<file path="config.mk">
export PLATFORM = sky130hd
export DESIGN_NAME = vid_raster_gen
export DESIGN_NICKNAME = d
export VERILOG_FILES = /design/src/rtl/vrg_pkg.sv /design/src/rtl/vrg_seq.sv /design/src/rtl/vrg_hcount.sv /design/src/rtl/vrg_vcount.sv /design/src/rtl/vrg_decode.sv /design/src/rtl/vid_raster_gen.sv
export SDC_FILE = /design/constraint.sdc
export NUM_CORES = 1
export LEC_CHECK = 0
export ABC_AREA = 1
export BUFFER_PORTS_ARGS = -buffer_cell sky130_fd_sc_hd__buf_2
export CORE_ASPECT_RATIO = 0.6
export CORE_MARGIN = 2
export CORE_UTILIZATION = 35
export CTS_CLUSTER_SIZE = 40
export DETAILED_ROUTE_END_ITERATION = 16
export GPL_ROUTABILITY_DRIVEN = 0
export HOLD_SLACK_MARGIN = 0.03
export PLACE_DENSITY = 0.67
export REMOVE_ABC_BUFFERS = 1
export SLEW_MARGIN = 20
export SYNTH_ARGS = -nofsm -noshare
export SYNTH_HDL_FRONTEND = slang
export SYNTH_SLANG_ARGS = --single-unit
</file>
<file path="constraint.sdc">
create_clock -name clk -period 3.8 [get_ports clk]
set_clock_uncertainty 0.2 [all_clocks]
set_input_delay 0.38 -clock clk [delete_from_list [all_inputs] [get_ports clk]]
set_output_delay 0.38 -clock clk [all_outputs]
set_load 0.01 [all_outputs]
</file>
<file path="src/rtl/vrg_pkg.sv">
package vrg_pkg;
    localparam int CNT_W = 12;
    typedef enum logic [1:0] {
        ST_IDLE  = 2'd0,
        ST_DOT_A = 2'd1,
        ST_DOT_B = 2'd2
    } vrg_state_e;
endpackage

</file>
<file path="src/rtl/vrg_seq.sv">
module vrg_seq
    import vrg_pkg::*;
(
    input  logic       clk,
    input  logic       rst_n,
    input  logic       rep_en,
    output vrg_state_e state_o,
    output logic       adv_o,
    output logic       stb_o,
    output logic       run_o
);
    vrg_state_e state_q, state_d;

    always_ff @(posedge clk) begin
        if (!rst_n) state_q <= ST_IDLE;
        else        state_q <= state_d;
    end

    always_comb begin
        state_d = state_q;
        unique case (state_q)
            ST_IDLE:  state_d = ST_DOT_A;
            ST_DOT_A: state_d = rep_en ? ST_DOT_B : ST_DOT_A;
            ST_DOT_B: state_d = ST_DOT_A;
            default:  state_d = ST_IDLE;
        endcase
    end

    always_comb begin
        adv_o = 1'b0;
        stb_o = 1'b0;
        run_o = 1'b0;
        unique case (state_q)
            ST_IDLE: begin
                adv_o = 1'b0;
                stb_o = 1'b0;
                run_o = 1'b0;
            end
            ST_DOT_A: begin
                adv_o = !rep_en;
                stb_o = 1'b1;
                run_o = 1'b1;
            end
            ST_DOT_B: begin
                adv_o = 1'b1;
                stb_o = 1'b0;
                run_o = 1'b1;
            end
            default: begin
                adv_o = 1'b0;
                stb_o = 1'b0;
                run_o = 1'b0;
            end
        endcase
    end

    assign state_o = state_q;


    dot_b_follows_a_chk: assert property (@(posedge clk) disable iff (!rst_n)
        (state_q == ST_DOT_B) |-> ($past(state_q) == ST_DOT_A));


    idle_after_reset_chk: assert property (@(posedge clk) disable iff (!rst_n)
        $past(!rst_n) |-> (state_q == ST_IDLE));
endmodule

</file>
<file path="src/rtl/vrg_hcount.sv">
module vrg_hcount #(
    parameter int CW = 12
) (
    input  logic          clk,
    input  logic          rst_n,
    input  logic          adv,
    input  logic [CW-1:0] h_total,
    output logic [CW-1:0] x_o,
    output logic          line_end_o
);
    localparam logic [CW-1:0] ONE = CW'(1);

    logic [CW-1:0] x_q;

    assign line_end_o = (x_q >= (h_total - ONE));

    always_ff @(posedge clk) begin
        if (!rst_n)        x_q <= '0;
        else if (adv) begin
            if (line_end_o) x_q <= '0;
            else            x_q <= x_q + ONE;
        end
    end

    assign x_o = x_q;


    x_in_range_chk: assert property (@(posedge clk) disable iff (!rst_n)
        (h_total != '0) |-> (x_q < h_total));


    x_holds_chk: assert property (@(posedge clk) disable iff (!rst_n)
        !adv |=> $stable(x_q));
endmodule

</file>
<file path="src/rtl/vrg_vcount.sv">
module vrg_vcount #(
    parameter int CW = 12
) (
    input  logic          clk,
    input  logic          rst_n,
    input  logic          adv,
    input  logic          line_end,
    input  logic [CW-1:0] v_total,
    input  logic          interlace_en,
    output logic [CW-1:0] y_o,
    output logic          field_o
);
    localparam logic [CW-1:0] ONE = CW'(1);

    logic [CW-1:0] y_q;
    logic          field_q;
    logic          frame_end;

    assign frame_end = (y_q >= (v_total - ONE));

    always_ff @(posedge clk) begin
        if (!rst_n) begin
            y_q     <= '0;
            field_q <= 1'b0;
        end else begin
            if (adv && line_end) begin
                if (frame_end) y_q <= '0;
                else           y_q <= y_q + ONE;
            end
            if (!interlace_en)                    field_q <= 1'b0;
            else if (adv && line_end && frame_end) field_q <= !field_q;
        end
    end

    assign y_o     = y_q;
    assign field_o = field_q;


    y_in_range_chk: assert property (@(posedge clk) disable iff (!rst_n)
        (v_total != '0) |-> (y_q < v_total));


    field_zero_prog_chk: assert property (@(posedge clk) disable iff (!rst_n)
        !interlace_en |=> !field_q);
endmodule

</file>
<file path="src/rtl/vrg_decode.sv">
module vrg_decode #(
    parameter int CW = 12
) (
    input  logic          clk,
    input  logic          rst_n,
    input  logic          run,
    input  logic          stb,
    input  logic [CW-1:0] x,
    input  logic [CW-1:0] y,
    input  logic          field,
    input  logic          interlace_en,
    input  logic [CW-1:0] h_active_last,
    input  logic [CW-1:0] h_sync_on,
    input  logic [CW-1:0] h_sync_off,
    input  logic [CW-1:0] v_active_last,
    input  logic [CW-1:0] v_sync_on,
    input  logic [CW-1:0] v_sync_off,
    input  logic [CW-1:0] v_half_dot,
    output logic          hsync_o,
    output logic          vsync_o,
    output logic          vis_o,
    output logic          frame_start_o
);
    logic [CW-1:0] edge_dot;
    logic          past_on;
    logic          before_off;

    always_comb begin
        edge_dot      = (interlace_en && field) ? v_half_dot : '0;
        past_on       = (y > v_sync_on) || ((y == v_sync_on) && (x >= edge_dot));
        before_off    = (y < v_sync_off) || ((y == v_sync_off) && (x < edge_dot));
        hsync_o       = run && (x >= h_sync_on) && (x < h_sync_off);
        vsync_o       = run && past_on && before_off;
        vis_o         = run && (x <= h_active_last) && (y <= v_active_last);
        frame_start_o = stb && (x == '0) && (y == '0);
    end


    frame_start_strobe_chk: assert property (@(posedge clk) disable iff (!rst_n)
        frame_start_o |-> (stb && run));


    quiet_when_idle_chk: assert property (@(posedge clk) disable iff (!rst_n)
        !run |-> !(hsync_o || vsync_o || vis_o || frame_start_o));
endmodule

</file>
<file path="src/rtl/vid_raster_gen.sv">
module vid_raster_gen
    import vrg_pkg::*;
#(
    parameter int CW = CNT_W
) (
    input  logic          clk,
    input  logic          rst_n,
    input  logic [CW-1:0] h_active_last,
    input  logic [CW-1:0] h_sync_on,
    input  logic [CW-1:0] h_sync_off,
    input  logic [CW-1:0] h_total,
    input  logic [CW-1:0] v_active_last,
    input  logic [CW-1:0] v_sync_on,
    input  logic [CW-1:0] v_sync_off,
    input  logic [CW-1:0] v_total,
    input  logic [CW-1:0] v_half_dot,
    input  logic          interlace_en,
    input  logic          pix_rep_en,
    output logic          hsync,
    output logic          vsync,
    output logic          vis_en,
    output logic [CW-1:0] pix_x,
    output logic [CW-1:0] pix_y,
    output logic          field_odd,
    output logic          pix_stb,
    output logic          frame_start
);
    vrg_state_e    state;
    logic          adv;
    logic          stb;
    logic          run;
    logic          line_end;
    logic [CW-1:0] x;
    logic [CW-1:0] y;
    logic          field;

    vrg_seq u_seq (
        .clk     (clk),
        .rst_n   (rst_n),
        .rep_en  (pix_rep_en),
        .state_o (state),
        .adv_o   (adv),
        .stb_o   (stb),
        .run_o   (run)
    );

    vrg_hcount #(.CW(CW)) u_hcnt (
        .clk        (clk),
        .rst_n      (rst_n),
        .adv        (adv),
        .h_total    (h_total),
        .x_o        (x),
        .line_end_o (line_end)
    );

    vrg_vcount #(.CW(CW)) u_vcnt (
        .clk          (clk),
        .rst_n        (rst_n),
        .adv          (adv),
        .line_end     (line_end),
        .v_total      (v_total),
        .interlace_en (interlace_en),
        .y_o          (y),
        .field_o      (field)
    );

    vrg_decode #(.CW(CW)) u_dec (
        .clk           (clk),
        .rst_n         (rst_n),
        .run           (run),
        .stb           (stb),
        .x             (x),
        .y             (y),
        .field         (field),
        .interlace_en  (interlace_en),
        .h_active_last (h_active_last),
        .h_sync_on     (h_sync_on),
        .h_sync_off    (h_sync_off),
        .v_active_last (v_active_last),
        .v_sync_on     (v_sync_on),
        .v_sync_off    (v_sync_off),
        .v_half_dot    (v_half_dot),
        .hsync_o       (hsync),
        .vsync_o       (vsync),
        .vis_o         (vis_en),
        .frame_start_o (frame_start)
    );

    assign pix_x     = x;
    assign pix_y     = y;
    assign field_odd = field;
    assign pix_stb   = stb;


    stb_only_on_dot_a_chk: assert property (@(posedge clk) disable iff (!rst_n)
        pix_stb |-> (state == ST_DOT_A));
endmodule

</file>
==> run metrics <==
CP max FO 11; IO Pins around 140; total global-route track usage 18.3%; Multi-input gate area 3570 um2; final core occ 43.7%; Slew Viols, Final 0; asr flop ratio synth 0%; Critical R2R Launch u_seq.state_o[1]$_SDFF_PN0_; Post-Route Setup TNS 0 ps; post-CTS setup repair buffer count 0; status complete, no violations; CTS hold repair buffers 0; Leakage Power 3.34 nW; DP Wirelength roughly 11000 um; H-tree levels 1; Max Clock Freq 332 MHz; post-synth cell types 36; CP startpoint u_vcnt.field_o$_SDFFE_PN0P_; die area ~14000 um2; YS warnings 0; Final Non-Filler Cells between 1k and 1.5k; PwrDens approximately 140 nW/um2; Bufs on Longest Clock Path 2; clk root buf clkbuf_16; port bufs 141; Hold Path Sink u_seq.state_o[1]$_SDFF_PN0_; CP max stage cell dfxtp_1; Slew headroom 48.5%; r2r setup slk between 1000 and 1500 ps; worst hold stages 3; HP Start pix_rep_en; CP Class reg2out; WP buf/inv 4; register area 541 um2; drt via density roughly 4.7; WL/cell 12.8 um; max-cap viol count 0; Die Span Y around 94 um; post-synthesis sequential area ratio 11.5%; CP most frequent cell nand2_1; pin count of the biggest net entering global routing 28; Fin. Hold Viols 0; Final period util around four fifths; Critical Path AT approximately 2400 ps; Startpoint Class register; routed vias 4852; Layout area overhead 20.4%; drt total wl roughly 13000 um; endpoints failing setup 0; Worst-path clk slew 70 ps; 1st-pass router iterations 5; ant diodes 0; RSZ-0062 raised after global routing no; R2R cell count 9; Setup crit end kind output pin; worst path cell trace nand2_1, inv_1, nand2_1, ha_1, nand2_1, inv_1, o21bai_1, a21oi_1, nor2_1, nand3_1, nand2_1, inv_1, nor2_1, buf_2; fin nets ~1.1k; minimum clock period between 3000 and 4000 ps; Post-synth top cells 149 x nand2_1, 147 x inv_1, 117 x ha_1; Post-CTS Resized 0; initial antenna violation count 0; global-route wire length before repair 21400 um; cells taking the most area after synthesis ha_1 31%, nand2_1 12%, inv_1 12%, dfxtp_1 11%, nor2_1 6.5%; clock sink count 27; cell count after synthesis approximately 730; max incr delay on CP between 400 and 500 ps; #FFs+latches synth 27; peak supply drop 0.157 mV; core area 13000 um2; area leader, netlist ha_1; Slew @ Worst Pin about 770 ps; vias in the first global route 4343; layout cell share with drive strength beyond 1 18.5%; drc violations 0; post-route ant nets 0; placed cells a little over 1k; gr ovfl total 0; r2r endpoint u_hcnt.x_o[9]$_SDFFE_PN0P_; Yosys top cell area share between 30% and 40%; Fillers roughly 1.4k; Syn Area/Cell roughly 6.5 um2; CTS tree yes; ys flop type dfxtp_1; Cell Area, Synth 4710 um2; CP delay by family, top simple AND/OR/NAND/NOR gates; cts bufs inserted 3; Iter 0 DRT Violations approximately 220; Initial Util a little over a third; num rows 32; number of enable flip-flop cells after synthesis 0; Die Width between 150 and 200 um; top-count cell post-synth nand2_1; HP Class in2reg; Skew-Pair Late Insertion Delay approximately 270 ps; Req. time, crit path approximately 3200 ps
cell usage in the layout, fill, tap and decap left out, drive strengths merged:
cell and n:
a21boi 1, o21a 3, o21ai 20, buf 142
ha 117, xor2 14, a21o 1, xnor2 8
a211oi 1, nand2 153, nor4 5, clkbuf 3
inv 148, clkinvlp 1, a21oi 46, nand3 36
o21bai 1, a31oi 2, o2111ai 1, nand4 28
o211ai 1, nor2b 1, nor3 17, nor2 85
nand3b 3, nor3b 3, dfxtp 27
kinds of logic (layout without fill, tap and decap cells):
family / Yosys count / in the layout / synth area share, %
AO/OA/AOI/OAI: 77 / 77 / 9.22
XOR/XNOR: 22 / 22 / 4.09
adder cells (fa/ha/maj): 117 / 117 / 31.1
buffers and inverters: 155 / 294 / 12.8
flip-flops: 27 / 27 / 11.5
AND/OR/NAND/NOR: 331 / 331 / 31.3
power by group:
part,switching (mW),internal [mW]
Sequential,0.00549,0.286
Clock,0.108,0.143
Combinational,0.143,0.114
Total,0.256,0.543
tightest hold or removal path, delay by kind of cell:
kind | cells | cell delay [ps]
buf+inv | 2 | 120
simple gates | 1 | 90
state kept, by name, indices dropped and copies added, names as in the netlist:
signal	cells
u_vcnt.field_o	1
u_hcnt.x_o	12
u_seq.state_o	2
u_vcnt.y_o	12
metrics by stage:
step | hold WS [ps] | power [mW] | area (um2) | worst slack (ps)
global placement | 299 | 0.552 | 5590 | 760
finish | 152 | 0.799 | 5670 | 792
detailed placement | 304 | 0.555 | 5590 | 703
global route | 148 | 0.852 | 5670 | 500
floorplan | 303 | 0.444 | 4660 | 975
CTS | 149 | 0.807 | 5670 | 778
layer usage:
layer	up-vias	track usage, %	wire length [um]	share of wire, %
met2	138	27.6	5090	38
met1	2056	28.3	7330	55
met3	2	2.63	893	6.7
met5	-	0	0	0
li1	2656	-	-	-
met4	0	1.45	18	0.14
worst max path at each step:
stage | cells past startpoint | slack (ps) | endpoint
after CTS | 14 | 780 | vsync
after floorplan | 16 | 980 | u_vcnt.y_o[10]$_SDFFE_PN0P_
final | 14 | 790 | vsync
after global placement | 17 | 760 | u_vcnt.y_o[10]$_SDFFE_PN0P_
after detailed placement | 18 | 700 | u_vcnt.y_o[3]$_SDFFE_PN0P_
after global routing | 14 | 500 | vsync
final cells by class:
cell class	count	share of cell area (%)
multi-input combinational	547	62.9
clock buffer	3	1.32
tap	170	3.75
inverter	148	9.80
timing repair buffer	142	12.6
clock inverter	1	0.132
sequential	27	9.53
No activity file was read; power rests on OpenSTA's default activity.
